**config.mk**
```make
export PLATFORM = sky130hd
export DESIGN_NAME = kbd_disp_port
export DESIGN_NICKNAME = d
export VERILOG_FILES = /design/src/rtl/kdi_pkg.sv /design/src/rtl/kdi_decode.sv /design/src/rtl/kdi_in_reg.sv /design/src/rtl/kdi_out_reg.sv /design/src/rtl/kbd_disp_port.sv
export SDC_FILE = /design/constraint.sdc
export NUM_CORES = 1
export LEC_CHECK = 0
export BUFFER_PORTS_ARGS = -buffer_cell sky130_fd_sc_hd__buf_2
export CORE_UTILIZATION = 43
export CTS_CLUSTER_SIZE = 40
export DETAILED_ROUTE_END_ITERATION = 8
export PLACE_DENSITY_LB_ADDON = 0.1
export SETUP_SLACK_MARGIN = 0.4
export SYNTH_ARGS = -nofsm -noshare
export SYNTH_HDL_FRONTEND = slang
export SYNTH_HIERARCHICAL = 1
export SYNTH_SLANG_ARGS = --single-unit
```
**constraint.sdc**
```tcl
create_clock -name clk -period 2.7 [get_ports clk]
set_clock_uncertainty 0.05 [all_clocks]
set_input_delay 0.54 -clock clk [delete_from_list [all_inputs] [get_ports clk]]
set_output_delay 0.54 -clock clk [all_outputs]
set_load 0.1 [all_outputs]
```
**src/rtl/kdi_pkg.sv**
```systemverilog
package kdi_pkg;

    typedef enum logic [1:0] {
        REG_KEYIN  = 2'd0,
        REG_SHOWBY = 2'd1,
        REG_FLAGS  = 2'd2,
        REG_ENABLE = 2'd3
    } reg_sel_e;

    localparam int unsigned FLG_IN_RDY  = 0;
    localparam int unsigned FLG_OUT_RDY = 1;
    localparam int unsigned FLG_KEY_REQ = 2;
    localparam int unsigned FLG_DSP_REQ = 3;
    localparam int unsigned FLG_OVERRUN = 4;
    localparam int unsigned FLG_USED    = 5;

    localparam int unsigned EN_KEY = 0;
    localparam int unsigned EN_DSP = 1;

    typedef struct packed {
        logic key_en;
        logic dsp_en;
    } enables_t;

endpackage

```
**src/rtl/kdi_decode.sv**
```systemverilog
module kdi_decode
    import kdi_pkg::*;
#(
    parameter int unsigned ADDR_W = 8,
    parameter logic [ADDR_W-1:0] BASE = 8'h40
) (
    input  logic              sel,
    input  logic              wr,
    input  logic [ADDR_W-1:0] addr,
    output logic              rd_any,
    output logic              rd_keyin,
    output logic              wr_showby,
    output logic              wr_enable,
    output reg_sel_e          which
);
    localparam int unsigned OFS_W = 2;

    logic hit;

    always_comb begin
        hit       = sel && (addr[ADDR_W-1:OFS_W] == BASE[ADDR_W-1:OFS_W]);
        which     = reg_sel_e'(addr[OFS_W-1:0]);
        rd_any    = hit && !wr;
        rd_keyin  = rd_any && (which == REG_KEYIN);
        wr_showby = hit && wr && (which == REG_SHOWBY);
        wr_enable = hit && wr && (which == REG_ENABLE);
    end
endmodule

```
**src/rtl/kdi_in_reg.sv**
```systemverilog
module kdi_in_reg #(
    parameter int unsigned DATA_W = 8
) (
    input  logic              clk,
    input  logic              rst_n,
    input  logic              key_valid,
    input  logic [DATA_W-1:0] key_data,
    input  logic              consume,
    output logic [DATA_W-1:0] held,
    output logic              full,
    output logic              overrun
);
    typedef struct packed {
        logic [DATA_W-1:0] data;
        logic              full;
        logic              ovr;
    } in_st_t;

    in_st_t st_d, st_q;

    always_comb begin
        st_d = st_q;
        if (consume) begin
            st_d.full = 1'b0;
            st_d.ovr  = 1'b0;
        end
        if (key_valid) begin
            if (st_q.full && !consume) begin
                st_d.ovr = 1'b1;
            end
            st_d.data = key_data;
            st_d.full = 1'b1;
        end
    end

    always_ff @(posedge clk or negedge rst_n) begin
        if (!rst_n) begin
            st_q <= '0;
        end else begin
            st_q <= st_d;
        end
    end

    assign held    = st_q.data;
    assign full    = st_q.full;
    assign overrun = st_q.ovr;
endmodule

```
**src/rtl/kdi_out_reg.sv**
```systemverilog
module kdi_out_reg #(
    parameter int unsigned DATA_W = 8
) (
    input  logic              clk,
    input  logic              rst_n,
    input  logic              load,
    input  logic [DATA_W-1:0] wdata,
    input  logic              disp_ready,
    output logic [DATA_W-1:0] data,
    output logic              empty,
    output logic              disp_valid
);
    typedef struct packed {
        logic [DATA_W-1:0] data;
        logic              empty;
    } out_st_t;

    out_st_t st_d, st_q;

    always_comb begin
        st_d = st_q;
        if (!st_q.empty && disp_ready) begin
            st_d.empty = 1'b1;
        end
        if (load) begin
            st_d.data  = wdata;
            st_d.empty = 1'b0;
        end
    end

    always_ff @(posedge clk or negedge rst_n) begin
        if (!rst_n) begin
            st_q.data  <= '0;
            st_q.empty <= 1'b1;
        end else begin
            st_q <= st_d;
        end
    end

    assign data       = st_q.data;
    assign empty      = st_q.empty;
    assign disp_valid = !st_q.empty;
endmodule

```
**src/rtl/kbd_disp_port.sv**
```systemverilog
module kbd_disp_port
    import kdi_pkg::*;
#(
    parameter int unsigned ADDR_W = 8,
    parameter int unsigned DATA_W = 8,
    parameter logic [ADDR_W-1:0] BASE = 8'h40
) (
    input  logic              clk,
    input  logic              rst_n,
    input  logic              bus_sel,
    input  logic              bus_wr,
    input  logic [ADDR_W-1:0] bus_addr,
    input  logic [DATA_W-1:0] bus_wdata,
    output logic [DATA_W-1:0] bus_rdata,
    input  logic              key_valid,
    input  logic [DATA_W-1:0] key_data,
    output logic              disp_valid,
    output logic [DATA_W-1:0] disp_data,
    input  logic              disp_ready,
    output logic              irq
);
    typedef struct packed {
        enables_t          en;
        logic [DATA_W-1:0] rdata;
    } top_st_t;

    logic              rd_any, rd_keyin, wr_showby, wr_enable;
    reg_sel_e          which;
    logic [DATA_W-1:0] in_held, out_held;
    logic              in_ready, ovr, out_empty;
    logic              key_req, dsp_req;
    logic [DATA_W-1:0] flags_word, enable_word;
    top_st_t           st_d, st_q;

    kdi_decode #(.ADDR_W(ADDR_W), .BASE(BASE)) u_dec (
        .sel       (bus_sel),
        .wr        (bus_wr),
        .addr      (bus_addr),
        .rd_any    (rd_any),
        .rd_keyin  (rd_keyin),
        .wr_showby (wr_showby),
        .wr_enable (wr_enable),
        .which     (which)
    );

    kdi_in_reg #(.DATA_W(DATA_W)) u_in (
        .clk       (clk),
        .rst_n     (rst_n),
        .key_valid (key_valid),
        .key_data  (key_data),
        .consume   (rd_keyin),
        .held      (in_held),
        .full      (in_ready),
        .overrun   (ovr)
    );

    kdi_out_reg #(.DATA_W(DATA_W)) u_out (
        .clk        (clk),
        .rst_n      (rst_n),
        .load       (wr_showby),
        .wdata      (bus_wdata),
        .disp_ready (disp_ready),
        .data       (out_held),
        .empty      (out_empty),
        .disp_valid (disp_valid)
    );

    always_comb begin
        key_req = in_ready && st_q.en.key_en;
        dsp_req = out_empty && st_q.en.dsp_en;

        flags_word              = '0;
        flags_word[FLG_IN_RDY]  = in_ready;
        flags_word[FLG_OUT_RDY] = out_empty;
        flags_word[FLG_KEY_REQ] = key_req;
        flags_word[FLG_DSP_REQ] = dsp_req;
        flags_word[FLG_OVERRUN] = ovr;

        enable_word         = '0;
        enable_word[EN_KEY] = st_q.en.key_en;
        enable_word[EN_DSP] = st_q.en.dsp_en;

        st_d = st_q;
        if (wr_enable) begin
            st_d.en.key_en = bus_wdata[EN_KEY];
            st_d.en.dsp_en = bus_wdata[EN_DSP];
        end
        st_d.rdata = '0;
        if (rd_any) begin
            case (which)
                REG_KEYIN:  st_d.rdata = in_held;
                REG_SHOWBY: st_d.rdata = out_held;
                REG_FLAGS:  st_d.rdata = flags_word;
                default:    st_d.rdata = enable_word;
            endcase
        end
    end

    always_ff @(posedge clk or negedge rst_n) begin
        if (!rst_n) begin
            st_q <= '0;
        end else begin
            st_q <= st_d;
        end
    end

    assign bus_rdata = st_q.rdata;
    assign disp_data = out_held;
    assign irq       = key_req || dsp_req;
endmodule

```
==> Word-level counts from Yosys, hierarchy flattened <==
Index checks and enable logic that the tools add are counted.
{ "totals": {"regBits": 29, "output_inout_bits": 18} }
{ "classes": {"eq_ne": 4, "n_mux": 7, "reduce_logical": 17} }
{ "ops": {"columns": ["operator", "n"], "rows": [
  ["case mux 8 bit (3 select lines)", 1],
  ["logical AND 1 bit", 10],
  ["two-way mux 8 bit", 1],
  ["equality test 6 x 5 -> 1 bit, second input constant", 1],
  ["equality test 2 bit, second input constant", 2],
  ["two-way mux 2 bit", 2],
  ["nonzero test 2 bit", 2],
  ["logical NOT 1 bit", 3],
  ["two-way mux 1 bit", 3],
  ["equality test 2 x 1 -> 1 bit, second input constant", 1],
  ["logical NOT 2 bit", 1],
  ["logical OR 1 bit", 1]
]} }

==> Logic depth before layout (Yosys ltp) <==
Gate-level depths: netlist (run 1).
{ "logic_depth": {"depth_word": 8, "mapped_depth": 5, "ltp_nobuf": 4} }

==> Hierarchy <==
The synthesis (run 1) kept the hierarchy.
{ "modules_own_cells": {"columns": ["mod", "instances", "cells_each", "area_each_um2", "seq_area_each_um2"], "rows": [
  ["kbd_disp_port", 1, 37, 480.5, 250.2],
  ["kdi_in_reg", 1, 23, 402.9, 250.2],
  ["kdi_out_reg", 1, 20, 371.6, 226.5],
  ["kdi_decode", 1, 11, 91.3, 0.0]
]} }

==> Worst setup path after synthesis (run 1) <==
OpenSTA, ideal clock, no wires.
{ "synth_path": {"kind": "register to output", "startpoint": "register u_out/empty (netlist name)", "endpoint": "output irq", "t_arrival_ps": 1230, "slack_ps": 880, "stages_incl_launch_ff": 3, "n_path_buf": 0, "cell_sequence": "dfstp_2 -> nand2_1 -> nand2_1"} }
{ "synth_via": {"elab_chain_len": 2} }
{ "synth_rtl": {"columns": ["item", "line_no", "source"], "rows": [
  ["logical AND 1 bit", "kbd_disp_port.sv:70", "dsp_req = out_empty && st_q.en.dsp_en;"],
  ["logical OR 1 bit", "kbd_disp_port.sv:109", "assign irq = key_req || dsp_req;"],
  ["end, declared", "kbd_disp_port.sv:20", "output logic irq"]
]} }
Every way passes these cells.

==> Worst setup path in the final report (run 1) <==
{ "layout_path": {"startpoint": "register u_out/empty (netlist name)", "endpoint": "output irq"} }
{ "layout_via": {"elab_chain_len": 2} }
{ "layout_rtl": {"columns": ["item", "line_no"], "rows": [
  ["logical AND 1 bit", "kbd_disp_port.sv:70"],
  ["logical OR 1 bit", "kbd_disp_port.sv:109"]
]} }
Every way passes these cells.

==> results.json, run 1 <==
{
  "status": "complete, but fails checks",
  "violations": "DRC",
  "timing.final.crit_period_ps": 2029,
  "crit_type": "flop to output pin",
  "min_path_type": "input port to async pin",
  "syn-num-nets": 121,
  "grt_max_degree": 30,
  "dieHeight_um": 57.96,
  "io_buffers": 47,
  "grt_pass1_vias": 906,
  "max_slew_margin_pct": 58.49,
  "synth_fa_ha_area_share_pct": 0,
  "synthXorXnorAreaFrac_pct": 0,
  "cp-end-kind": "output pin",
  "slew_violations": 0,
  "muxShareOfSynthArea_pct": 26.86,
  "synth-simple-area-share_pct": 10.50,
  "pwr-share-seq_pct": 48.8,
  "dp_hpwl_um": 1917,
  "numCtsBuffers": 5,
  "maxCapViolCount": 0,
  "tightest_slew_ps": 622.7,
  "nets": 171,
  "max_freq_ghz": 0.4927,
  "grt.total_usage_pct": 17.94,
  "initial_core_util_pct": 47.19,
  "leakagePower_uw": 0.0008735,
  "dieWidth_um": 57.96,
  "cts_tree": "built",
  "antenna_cells": 0,
  "postCtsSetupBuffers": 0,
  "final_cell_mix": "buf_2 (47), dfrtp_1 (28), mux2_4 (16)",
  "avgViaCountPerCell": 5.145,
  "gp_congestion": 0.7114,
  "synth_top_family_by_area": "multiplexers",
  "drc": 4,
  "yosysTopAreaCell": "dfrtp_1",
  "final_common_cell": "buf_2",
  "dr.pass1.iters": 6,
  "grt-ovfl-total": 0,
  "wl_per_cell_um": 14.99,
  "ys_seq_elements": 29,
  "via_count": 890,
  "cts_hold_buf": 0,
  "area_growth_pct": 23.98,
  "placeableCoreArea_sq_um": 2853,
  "synthCells": 91,
  "p_int_uw": 724.5,
  "ys_seq_area_share_pct": 54.00,
  "pwr-share-comb_pct": 12.9,
  "cts_buffer_depth": 2,
  "wl_um": 2594,
  "h-tree-depth": 2,
  "rsz0062_at_grt": "false",
  "synth_top_area_share_pct": 52.04,
  "tns_ps": 0,
  "synth_cell_type_count": 27,
  "drive_gt1_share_pct": 56.34,
  "synth_warnings": 6,
  "fin_util_pct": 58.51,
  "fp-row-count": 19,
  "clock-root-buffer": "clkbuf_4",
  "clock_sinks": 29,
  "synth_compound_area_share_pct": 4.182,
  "vdd_ir_drop_max_mv": 0.3663,
  "synth.cell_area_sq_um": 1346,
  "io_pins": 48,
  "crit_required_ps": 2110,
  "finalHoldViolCount": 0,
  "synth_ff_type": "dfrtp_1",
  "cts_resized": 0,
  "period_share_pct": 75.17,
  "p_per_area_nw_per_um2": 566.0,
  "grt_pass1_wl_um": 4367,
  "clkPwrFrac_pct": 38.3,
  "clock_latency_ps": 300,
  "ant_nets": 0,
  "synthArstFlopShare_pct": 100.0,
  "antenna_found_initial": 0,
  "synth.avg_cell_area_sq_um": 14.79,
  "arrival_ps": 1440,
  "drt_iter0_markers": 10,
  "die_area_sq_um": 3359,
  "synth_area_leaders": "dfrtp_1 (52%), mux2_4 (18%), mux2i_1 (3.7%), buf_6 (2.5%), dfstp_2 (2.0%)",
  "cp_max_fo": 4,
  "power.switching_uw": 220.1,
  "swShare_pct": 23.30,
  "setup_violations": 0,
  "path_clk_slew_ps": 90,
  "synth_edf_count": 0,
  "critPathLaunchType": "flop"
}
-- state kept, by name (all words and copies together) (netlist names) --
| register | flops |
|---|---|
| u_in/overrun | 1 |
| u_out/empty | 1 |
| u_in/held | 8 |
| bus_rdata | 8 |
| u_out/data | 8 |
| enable_word | 2 |
| u_in/full | 1 |
-- cells in the mapped netlist (2+ instances only) --
cell type	instances
inv_1	3
dfrtp_1	28
a211oi_1	2
buf_4	2
buf_6	3
o32ai_1	2
mux2i_1	5
nor2_1	5
nand2_1	3
nor3_1	2
and2_1	2
nand2b_1	3
mux2_2	2
mux2_4	16
-- area by class of cell --
type / instances / area [sq um]
inverter: 3 / 11.26
clock inverter: 1 / 30.03
multi-input combinational: 54 / 564.3
fill: 246 / 1184
timing repair buffer: 48 / 242.7
sequential: 29 / 726.9
tap: 31 / 38.79
clock buffer: 7 / 55.05
-- routing by layer --
metal | track usage, % | share of wire (%)
met5 | 0 | 0
met4 | 8.163 | 0.89
met3 | 5.804 | 6.2
met2 | 26.93 | 46
met1 | 23.75 | 47
-- worst paths after layout --
check	startpoint	end	slack (ps)	cells after the start
max	u_out/empty	irq	670	3
min	rst_n	u_in/held[1]	180	1
max reg2reg	u_out/data[0]	bus_rdata[0]	1470	2
min reg2reg	u_in/overrun	u_in/overrun	460	2
max in group asynchronous	rst_n	u_in/held[7]	2000	1
min in group clk	disp_ready	u_out/empty	390	2
-- cell families after synthesis --
group / count (synthesis)
flip-flops: 29
multiplexers: 25
AND/OR/NAND/NOR: 22
buffers and inverters: 8
AO/OA/AOI/OAI: 7
-- critical path, stage by stage (launching register included) --
cell	delay [ps]
dfstp_2	570
nand2_1	80
nand2_1	60
buf_2	420
-- metrics by stage --
stage / setup WS [ps] / total power (uW) / hold slack, ps / area (sq um) / instances
after floorplan: 879.5 / 551.0 / 194.4 / 1346 / 91
after detailed placement: 562.9 / 592.0 / 438.1 / 1584 / 165
final: 670.5 / 944.7 / 178.2 / 1669 / 173
after global routing: 606.3 / 982.4 / 212.9 / 1669 / 173
after CTS: 643.0 / 954.9 / 200.3 / 1669 / 173
after global placement: 623.7 / 589.8 / 435.9 / 1584 / 165
-- power by group through the flow --
stage	Clock, uW	Combinational (uW)	Sequential [uW]
after floorplan	0	60.6	490
after global placement	0	121	468
after detailed placement	0	123	469
after CTS	370	124	461
after global routing	390	130	463
final	362	122	461
Note: power is estimated with default switching activity, not from simulation.
==> run 2: changes to the inputs <==
==> constraint.sdc (replaced) <==
create_clock -name clk -period 1.7 [get_ports clk]
set_clock_uncertainty 0.05 [all_clocks]
set_input_delay 0.34 -clock clk [delete_from_list [all_inputs] [get_ports clk]]
set_output_delay 0.34 -clock clk [all_outputs]
set_load 0.1 [all_outputs]
==> run 2 against run 1 <==
Compared with the run above:
- the flow still finishes with violations (DRC)
- sequential power increased by 59%
- cell count increased by 8.1%
- clock-buffer cell count decreased by 1
- largest cell class unchanged
- final area increased by 23%
==> results.json, run 2 (synthesis gave the netlist of run 1 again) <==
{
  "path_clk_slew_ps": 80,
  "met1_usage_pct": 23.89,
  "vdd_ir_drop_max_mv": 0.5228,
  "placed_area_sq_um": 1670,
  "fp-row-count": 19,
  "tns_ps": 0,
  "antenna_found_initial": 0,
  "crit_family": "flip-flops",
  "die_area_sq_um": 3359,
  "fin_util_pct": 71.89,
  "grt_max_degree": 30,
  "status": "complete, but fails checks",
  "dp_cells": 168,
  "h-tree-depth": 2,
  "layoutNonFillerInstCount": 187,
  "cpMaxStageDelayCell": "dfstp_2",
  "max_freq_ghz": 0.6304,
  "tightest_slew_ps": 642.9,
  "final_cell_mix": "buf_2 (28), dfrtp_1 (20), mux2_4 (16)",
  "finalHoldViolCount": 0,
  "use_met2_pct": 30.71,
  "p_per_area_nw_per_um2": 669.2,
  "timing.final.crit_period_ps": 1586,
  "period_share_pct": 93.31,
  "violations": "DRC",
  "grt_pass1_wl_um": 4685,
  "leakagePower_uw": 0.0009891,
  "drc": 4,
  "setup_violations": 0,
  "antenna_cells": 0,
  "grt.total_usage_pct": 19.12,
  "cp-end-kind": "output pin",
  "slew_violations": 0,
  "initial_core_util_pct": 47.19,
  "crit_required_ps": 1310,
  "path_cells": "nand2_2, nand2_4, buf_12",
  "cts_tree": "built",
  "io_pins": 48,
  "fillerInstances": 197,
  "wl_um": 2889,
  "io_buffers": 47,
  "avgViaCountPerCell": 5.128,
  "grt-ovfl-total": 0,
  "drive_gt1_share_pct": 69.87,
  "maxCapViolCount": 0,
  "via_count": 959,
  "cts_buffer_depth": 2,
  "final_common_cell": "buf_2",
  "dieHeight_um": 57.96,
  "area_growth_pct": 52.32,
  "clock_sinks": 29,
  "fin_area_sq_um": 2051,
  "grt_pass1_vias": 1048,
  "p_total_uw": 1372,
  "rsz0062_at_grt": "true",
  "clock-root-buffer": "clkbuf_4",
  "placeableCoreArea_sq_um": 2853,
  "grt_use_met3_pct": 6.027,
  "dp_hpwl_um": 1966,
  "wl_per_cell_um": 15.45,
  "grt_busiest_layer": "met2",
  "path_buf_inv": 1,
  "ant_nets": 0,
  "gp_congestion": 0.6893,
  "critPathLaunchType": "flop",
  "dr.pass1.iters": 6,
  "nets": 185,
  "slowest_delay_ps": 570,
  "min_path_type": "input port to flop",
  "cp_max_fo": 4,
  "max_slew_margin_pct": 57.14,
  "arrival_ps": 1200,
  "clock_latency_ps": 320,
  "drt_iter0_markers": 16,
  "crit_type": "flop to output pin",
  "dieWidth_um": 57.96,
  "numCtsBuffers": 5
}
## run 2: timing repair
item | 4_1_cts | 5_1_grt
hold buffers | 1 | 0
buffers inserted | 8 | 2
endpoints found under the setup margin | 28 | 30
pin swaps | 0 | 1
resized for setup | 56 | 10
endpoints found under the hold margin | 28 | 0
## run 2: worst paths after layout
path / start / to / cells past startpoint / slack, ps
min in group asynchronous: rst_n / u_in/held[3] / 2 / 520
hold / removal: disp_ready / u_out/empty / 2 / 190
setup / recovery: u_out/empty / irq / 3 / 110
hold reg to reg: u_in/overrun / u_in/overrun / 2 / 460
setup reg to reg: u_out/data[1] / bus_rdata[1] / 3 / 340
max in group asynchronous: rst_n / u_out/data[1] / 2 / 590
## run 2: report_power, final
group	total, uW	switching [uW]	internal [uW]
Sequential	735	18.2	716
Combinational	244	122	122
Clock	394	237	157
## run 2: worst register-to-register path, stage by stage, from the launching register on
cell     delay, ps
dfrtp_4        500
buf_6          130
mux4_2         440
and2_4         150
## run 2: routing by layer
layer  share of wire [%]  wire length (um)
met3                 4.7               137
met5                   0                 0
met1                  42              1205
met4                 1.6                45
met2                  52              1500
## run 2: final cells by class
cell class | instances | area [sq um] | share of cell area [%]
Sequential cell | 29 | 739.5 | 36.06
Multi-Input combinational cell | 54 | 630.6 | 30.75
Timing Repair Buffer | 62 | 579.3 | 28.25
Clock buffer | 6 | 41.29 | 2.013
Tap cell | 31 | 38.79 | 1.891
Inverter | 3 | 11.26 | 0.5491
Clock inverter | 2 | 10.01 | 0.4881
## run 2: metrics by stage
| step | hold WS, ps | setup slack (ps) |
|---|---|---|
| 3_3_place_gp | 337.9 | 59.69 |
| 4_1_cts | 172.1 | 94.50 |
| 5_1_grt | 157.5 | 67.19 |
| 3_5_place_dp | 348.3 | 28.84 |
| 2_1_floorplan | -5.591 | 217.4 |
| 6_report | 185.6 | 113.7 |
